===== src/rtl/sec_pkg.sv =====
package sec_pkg;
    typedef enum logic [1:0] {
        SRC_OFF    = 2'b00,
        SRC_PIN    = 2'b01,
        SRC_STROBE = 2'b10,
        SRC_TIMER  = 2'b11
    } src_e;
endpackage


===== src/rtl/sec_pin_sync.sv =====
module sec_pin_sync #(
    parameter int STAGES = 2
) (
    input  logic clk,
    input  logic rst_n,
    input  logic pin_i,
    output logic edge_o
);
    typedef struct packed {
        logic [STAGES-1:0] chain;
        logic              prev;
    } sync_t;

    sync_t st_d, st_q;

    always_comb begin
        st_d = st_q;
        st_d.chain[0] = pin_i;
        for (int i = 1; i < STAGES; i++) begin
            st_d.chain[i] = st_q.chain[i-1];
        end
        st_d.prev = st_q.chain[STAGES-1];
    end

    always_ff @(posedge clk or negedge rst_n) begin
        if (!rst_n) st_q <= '0;
        else        st_q <= st_d;
    end

    assign edge_o = st_q.chain[STAGES-1] ^ st_q.prev;
endmodule


===== src/rtl/sec_src_mux.sv =====
module sec_src_mux
    import sec_pkg::*;
(
    input  logic [1:0] sel_i,
    input  logic       pin_edge_i,
    input  logic       strobe_i,
    input  logic       timer_i,
    output logic       tick_o
);
    always_comb begin
        unique case (src_e'(sel_i))
            SRC_PIN:    tick_o = pin_edge_i;
            SRC_STROBE: tick_o = strobe_i;
            SRC_TIMER:  tick_o = timer_i;
            default:    tick_o = 1'b0;
        endcase
    end
endmodule


===== src/rtl/sec_count_core.sv =====
module sec_count_core #(
    parameter int CNT_W = 4
) (
    input  logic             clk,
    input  logic             rst_n,
    input  logic             tick_i,
    input  logic             wr_i,
    input  logic [CNT_W-1:0] wdata_i,
    input  logic             ie_wr_i,
    input  logic             ie_val_i,
    input  logic             clr_i,
    output logic [CNT_W-1:0] cnt_o,
    output logic             flag_o,
    output logic             ie_o,
    output logic             carry_o
);
    localparam logic [CNT_W-1:0] CNT_TOP = '1;

    typedef struct packed {
        logic [CNT_W-1:0] cnt;
        logic             flag;
        logic             ie;
        logic             carry;
    } core_t;

    core_t st_d, st_q;
    logic  inc, wrap;

    always_comb begin
        inc  = tick_i && !wr_i;
        wrap = inc && (st_q.cnt == CNT_TOP);
        st_d = st_q;
        if (wr_i)     st_d.cnt = wdata_i;
        else if (inc) st_d.cnt = st_q.cnt + 1'b1;
        st_d.flag  = wrap || (st_q.flag && !clr_i);
        st_d.carry = wrap;
        if (ie_wr_i)  st_d.ie = ie_val_i;
    end

    always_ff @(posedge clk or negedge rst_n) begin
        if (!rst_n) st_q <= '0;
        else        st_q <= st_d;
    end

    assign cnt_o   = st_q.cnt;
    assign flag_o  = st_q.flag;
    assign ie_o    = st_q.ie;
    assign carry_o = st_q.carry;

    assert_inc_by_one_R4: assert property (@(posedge clk) disable iff (!rst_n)
        (tick_i && !wr_i) |=> (cnt_o == $past(cnt_o) + 1'b1));
    assert_idle_hold_R11: assert property (@(posedge clk) disable iff (!rst_n)
        (!tick_i && !wr_i) |=> $stable(cnt_o));
    assert_load_wins_R8: assert property (@(posedge clk) disable iff (!rst_n)
        wr_i |=> (cnt_o == $past(wdata_i)));
    assert_wrap_flag_R6: assert property (@(posedge clk) disable iff (!rst_n)
        (tick_i && !wr_i && cnt_o == CNT_TOP) |=> (flag_o && cnt_o == '0));
    assert_clear_R7: assert property (@(posedge clk) disable iff (!rst_n)
        (clr_i && !(tick_i && !wr_i && cnt_o == CNT_TOP)) |=> !flag_o);
    assert_flag_sticky_R6: assert property (@(posedge clk) disable iff (!rst_n)
        (flag_o && !clr_i) |=> flag_o);
    assert_carry_only_after_wrap_R10: assert property (@(posedge clk) disable iff (!rst_n)
        $rose(carry_o) |-> (cnt_o == '0 && flag_o));
endmodule


===== src/rtl/serial_edge_counter.sv =====
module serial_edge_counter #(
    parameter int CNT_W       = 4,
    parameter int SYNC_STAGES = 2
) (
    input  logic             clk,
    input  logic             rst_n,
    input  logic             pin_clk,
    input  logic             sw_strobe,
    input  logic             tmr_tick,
    input  logic [1:0]       src_sel,
    input  logic [CNT_W-1:0] cnt_wdata,
    input  logic             cnt_wr,
    input  logic             ie_wdata,
    input  logic             ie_wr,
    input  logic             flag_clr,
    output logic [CNT_W-1:0] cnt_o,
    output logic             ovf_flag_o,
    output logic             irq_o,
    output logic             carry_o
);
    logic pin_edge, tick, ie;

    sec_pin_sync #(.STAGES(SYNC_STAGES)) u_sync (
        .clk(clk), .rst_n(rst_n), .pin_i(pin_clk), .edge_o(pin_edge)
    );

    sec_src_mux u_mux (
        .sel_i(src_sel), .pin_edge_i(pin_edge), .strobe_i(sw_strobe),
        .timer_i(tmr_tick), .tick_o(tick)
    );

    sec_count_core #(.CNT_W(CNT_W)) u_core (
        .clk(clk), .rst_n(rst_n), .tick_i(tick), .wr_i(cnt_wr),
        .wdata_i(cnt_wdata), .ie_wr_i(ie_wr), .ie_val_i(ie_wdata),
        .clr_i(flag_clr), .cnt_o(cnt_o), .flag_o(ovf_flag_o),
        .ie_o(ie), .carry_o(carry_o)
    );

    assign irq_o = ovf_flag_o && ie;

    assert_off_no_count_R2: assert property (@(posedge clk) disable iff (!rst_n)
        (src_sel == 2'b00 && !cnt_wr) |=> $stable(cnt_o));
    assert_irq_needs_flag_R9: assert property (@(posedge clk) disable iff (!rst_n)
        irq_o |-> ovf_flag_o);
endmodule


===== config.mk =====
export PLATFORM = sky130hd
export DESIGN_NAME = serial_edge_counter
export DESIGN_NICKNAME = d
export VERILOG_FILES = /design/src/rtl/sec_pkg.sv /design/src/rtl/sec_pin_sync.sv /design/src/rtl/sec_src_mux.sv /design/src/rtl/sec_count_core.sv /design/src/rtl/serial_edge_counter.sv
export SDC_FILE = /design/constraint.sdc
export NUM_CORES = 1
export LEC_CHECK = 0
export ABC_AREA = 1
export BUFFER_PORTS_ARGS = -buffer_cell sky130_fd_sc_hd__buf_2
export CAP_MARGIN = 20
export CELL_PAD_IN_SITES_DETAIL_PLACEMENT = 1
export CELL_PAD_IN_SITES_GLOBAL_PLACEMENT = 2
export CORE_MARGIN = 3
export CORE_UTILIZATION = 23
export DETAILED_ROUTE_END_ITERATION = 7
export PLACE_DENSITY = 0.78
export SYNTH_ARGS = -nofsm -noshare
export SYNTH_HDL_FRONTEND = slang
export SYNTH_SLANG_ARGS = --single-unit

===== constraint.sdc =====
create_clock -name clk -period 0.9 [get_ports clk]
set_input_delay 0.27 -clock clk [delete_from_list [all_inputs] [get_ports clk]]
set_output_delay 0.27 -clock clk [all_outputs]
set_load 0.01 [all_outputs]

Yosys cells after proc, flatten, opt, wreduce, memory -nomap -nowiden

Index checks and enable logic that the tools add are counted.

Register bits after elaboration: 10
Bits of input ports: 15
Logic and storage cells: 23

Add/sub/neg operators: 1
Equal/unequal tests: 4
Mux-type cells: 3
Bitwise gates (word level): 1
Reduce and logical (&&, ||, !) cells: 8

Operators with widths:

| cell                | number |
|---|---|
| $mux 4              | 2 |
| $add 4x1->4 const B | 1 |
| $eq 2x2->1 const B  | 2 |
| $eq 4x4->1 const B  | 1 |
| $logic_and 1x1->1   | 4 |
| $pmux 1 s3          | 1 |
| $eq 2x1->1 const B  | 1 |
| $logic_not 1->1     | 2 |
| $reduce_bool 2->1   | 1 |
| $logic_or 1x1->1    | 1 |
| $xor 1x1->1         | 1 |

Depth between registers and ports, before layout

Depth in word-level cells: 5
Depth in mapped cells: 6

Cells and area by module

From an unflattened synthesis, not the netlist that was laid out.

Cells, all modules: 53
Area total of the unflattened synthesis: 474.2 µm²

Modules (own cells, without submodules):

| module              | times used | cells each | area each (µm²) |
|---|---|---|---|
| sec_count_core      | 1          | 37         | 345.3 |
| sec_pin_sync        | 1          | 8          | 93.8 |
| sec_src_mux         | 1          | 6          | 27.5 |
| serial_edge_counter | 1          | 2          | 7.5 |

Worst setup path after synthesis

OpenSTA, ideal clock, no wires.

Path type: register to register
Start point: register u_core.st_q (netlist bit u_core.cnt_o[0])
End point: register u_core.st_q (netlist bit u_core.cnt_o[2])
Setup time: 0.117 ns
Data arrival time: 0.973 ns
Required time: 0.783 ns
Path slack: -0.190 ns
Cell stages (with the launch flop): 6
Buffers on the path: 0
Cell sequence: dfrtp_1 -> ha_1 -> xnor2_1 -> o21ai_2 -> nand2_1 -> nand2_1

Word-level cells in the longest chain between the ends: 3

Ends and longest elaborated chain:

| element                  | RTL line             | text |
|---|---|---|
| start: declaration       | sec_count_core.sv:26 | `core_t st_d, st_q;` |
| start signal: assignment | sec_count_core.sv:42 | `else st_q <= st_d;` |
| $add 4x1->4              | sec_count_core.sv:34 | `else if (inc) st_d.cnt = st_q.cnt + 1'b1;` |
| $mux 4                   | sec_count_core.sv:34 |  |
| $mux 4                   | sec_count_core.sv:33 | `if (wr_i) st_d.cnt = wdata_i;` |

No other way between the ends. The select of a mux whose other input is x is not followed.
A chain may end at the register's enable or synchronous reset.

Final worst setup path

Start point: register u_core.st_q (netlist bit u_core.cnt_o[1])
End point: output port cnt_o[1]

RTL lines:

| element          | RTL line                  | text |
|---|---|---|
| end: declaration | serial_edge_counter.sv:16 | `output logic [CNT_W-1:0] cnt_o,` |

No word-level cell between the ends.

==> metrics.yaml <==
grt:
  grt_pass1_wl_um: 2750
  overflow: 0
  antenna_found_initial: 0
  grt_pass1_vias: 637
  grt_max_degree: 11
  grtUsageTotal: 0.116
pwr:
  max-vdd-ir-drop_mv: 0.641
  p_leak_nw: 0.496
  powerDensity_mw_per_mm2: 1630
  power_mw: 1.48
  p_clk_frac: 0.278
  p_int_mw: 1.03
  comb_power_share: 0.361
  seq_power_share: 0.361
  p_sw_frac: 0.302
  power_switching_mw: 0.447
finish:
  multiInputGateArea_um2: 309
  synthToLayoutAreaGrowth_pct: 61.2
  diodes: 0
  drive_gt1_frac: 0.586
  stdcell_area_um2: 906
  post-route-util: 0.402
  final_nets: 116
  fill_cells: 280
  finalNonFillerCells: 127
  regArea_um2: 254
clocking:
  clkSinkCount: 10
  cts_buffers: 3
  cts_tree: "yes"
  htreeDepth: 1
  clk_pin_slew_ps: 70
  root_buffer: "clkbuf_4"
  clk_latency_ps: 270
  cts_max_path_buffers: 2
floorplanning:
  design.die.area_mm2: 0.00307
  die_y_um: 55.4
  ioPinCount: 22
  rows: 17
  start_util: 0.249
  die_x_um: 55.4
  core_area_mm2: 0.00225
drt:
  drc: 0
  drt_iter0_drc: 2
  drt_pass1_iterations: 4
  wl_per_cell_um: 12.1
  drt-total-wl_um: 1540
  postRouteAntennaNets: 0
  routed_via_density: 4.35
  vias: 552
synthesis:
  synthTopCellsByArea: "dfrtp_1 (45%), nand2_1 (14%), nand3_4 (6.2%), nand4_1 (5.6%), inv_1 (4.7%)"
  yosys.area_share.simple: 0.401
  syn_area_um2: 562
  synth_fa_ha_area_frac: 0.0223
  ys_seq_area_frac: 0.445
  synth_compound_gate_area_share: 0.0245
  synth_mux_area_frac: 0.0200
  synth-seq-cells: 10
  synth_cells: 62
  yosys_warnings: 0
  syn_nets: 78
  avgSynthCellArea_um2: 9.06
  synth_top_area_cell: "dfrtp_1"
  synth_top_family_by_area: "simple AND/OR/NAND/NOR gates"
  synth_xor_area_frac: 0.0156
  ys_types: 17
  synth_top_area_frac: 0.445
setup_path:
  worstSetupPathType: "flop to output pin"
  cp_slowest_stage_delay_ps: 420
  crit_path_cell_trace: "buf_6 -> buf_6"
  crit_path_start_kind: "flop"
  critPathSlowestCell: "dfrtp_2"
  arrival_ps: 920
  worst_path_most_repeated_cell: "buf_6"
  crit_family: "flip-flops"
  path_max_fanout: 2
  required_ps: 630
  worst_setup_path_end_kind: "output pin"
  cp.buffers_inverters: 2
place:
  dpl.hpwl_um: 1150
  pre_cts_ws_ps: -149
  portBuffers: 21
  placedInstanceArea_um2: 754
  finalWeightedCongestion: 0.715
  place_inst: 115
job:
  cap_violations: 0
min_path:
  hold_class: "input pin to flop"
timing:
  finalSetupTns_ps: -2620
  max_freq_mhz: 839
  setup_viol: 13
  hold_ws_ps: 106
  final.setup.worst_slack_ps: -291
  skew_ps: 3.98
  relSlewSlack: 0.839
  fin_crit_sh: 1.32
  tightest_slew_ps: 242
  hold_viol: 0
  rsz0062_at_grt: "true"
  finalMaxSlewViolations: 0
  period_minus_slack_ps: 1190
run_status:
  violations: "negative setup slack"
  status: "finished with violations"
[worst reg2reg max path, cell delays in order, from the launching register on]
cell	delay, ps
dfrtp_2	420
buf_4	160
ha_4	160
xnor2_2	130
o21ai_2	120
nand2_1	60
nand2_1	50
[cells by family after synthesis]
group                    count (synthesis)
flip-flops                              10
buffers and inverters                   10
AO/OA/AOI/OAI                            2
XOR/XNOR                                 1
multiplexers                             1
AND/OR/NAND/NOR                         37
adder cells (fa/ha/maj)                  1
[cells in the final DEF (no fill, tap or decap)]
master	instances
nand2_1	19
buf_2	18
inv_1	7
buf_6	7
buf_4	7
dfrtp_1	7
nand2_2	5
nand4_1	5
nand3_4	3
clkbuf_4	3
dfrtp_2	3
inv_2	2
nand3_2	2
nand3_1	1
nor2_4	1
inv_4	1
nand3b_4	1
xnor2_2	1
o21ai_2	1
mux2_2	1
o21ai_1	1
ha_4	1
clkbuf_8	1
dlygate4sd3_1	1
[registers in the layout, summed over array words and instances, names as in the netlist]
register	cells
u_sync.st_d	2
u_core.ie_o	1
u_sync.st_q	1
u_core.flag_o	1
u_core.carry_o	1
u_core.cnt_o	4
[power by group through the flow]
stage,combinational [mW],clock [mW],sequential (mW)
floorplan,0.175,0,0.581
global placement,0.342,0,0.565
detailed placement,0.348,0,0.569
CTS,0.528,0.420,0.535
global route,0.589,0.465,0.542
finish,0.535,0.411,0.534
[worst paths after layout]
| check | startpoint | endpoint | slack, ps | depth (start not counted) |
|---|---|---|---|---|
| max in group asynchronous | rst_n | u_core.cnt_o[0] | 290 | 2 |
| setup / recovery | u_core.cnt_o[1] | cnt_o[1] | -290 | 2 |
| setup reg to reg | u_core.cnt_o[1] | u_core.cnt_o[2] | -260 | 6 |
| hold reg to reg | u_sync.st_d[2] | u_sync.st_d[0] | 360 | 0 |
| min in group asynchronous | rst_n | u_core.cnt_o[3] | 390 | 2 |
| hold / removal | pin_clk | u_sync.st_d[2] | 110 | 1 |
[cell usage after synthesis]
cell type,n
inv_1,7
nand3_4,2
xnor2_1,1
dfrtp_1,10
nand2_1,21
ha_1,1
nor2_4,1
mux2_2,1
nand2_2,3
o21ai_0,1
inv_2,2
nand3_1,2
inv_4,1
nand3b_4,1
o21ai_2,1
nand3_2,2
nand4_1,5
[routing by layer]
| layer | global-route usage | part of all wire | wire, µm | vias to the layer above |
|---|---|---|---|---|
| li1 | - | - | - | 272 |
| met1 | 0.132 | 0.40 | 613 | 265 |
| met2 | 0.201 | 0.55 | 849 | 10 |
| met3 | 0.0164 | 0.023 | 36 | 5 |
| met4 | 0.0729 | 0.029 | 44 | 0 |
| met5 | 0 | 0 | 0 | - |
[final cells by class]
type                       count  area share
multi-input combinational     42       0.341
sequential                    10       0.280
timing repair buffer          33       0.256
inverter                      10      0.0442
clock buffer                   4      0.0401
tap                           28      0.0387
[timing repair]
action / 4_1_cts / 5_1_grt
endpoints found under the setup margin: 13 / 13
hold buffers: 1 / 0
hold endpoints to repair: 10 / 0
gates resized for setup: 11 / 2
pin swaps: 4 / 0
buffers inserted: 6 / 1
(Power assumes the default switching activity.)
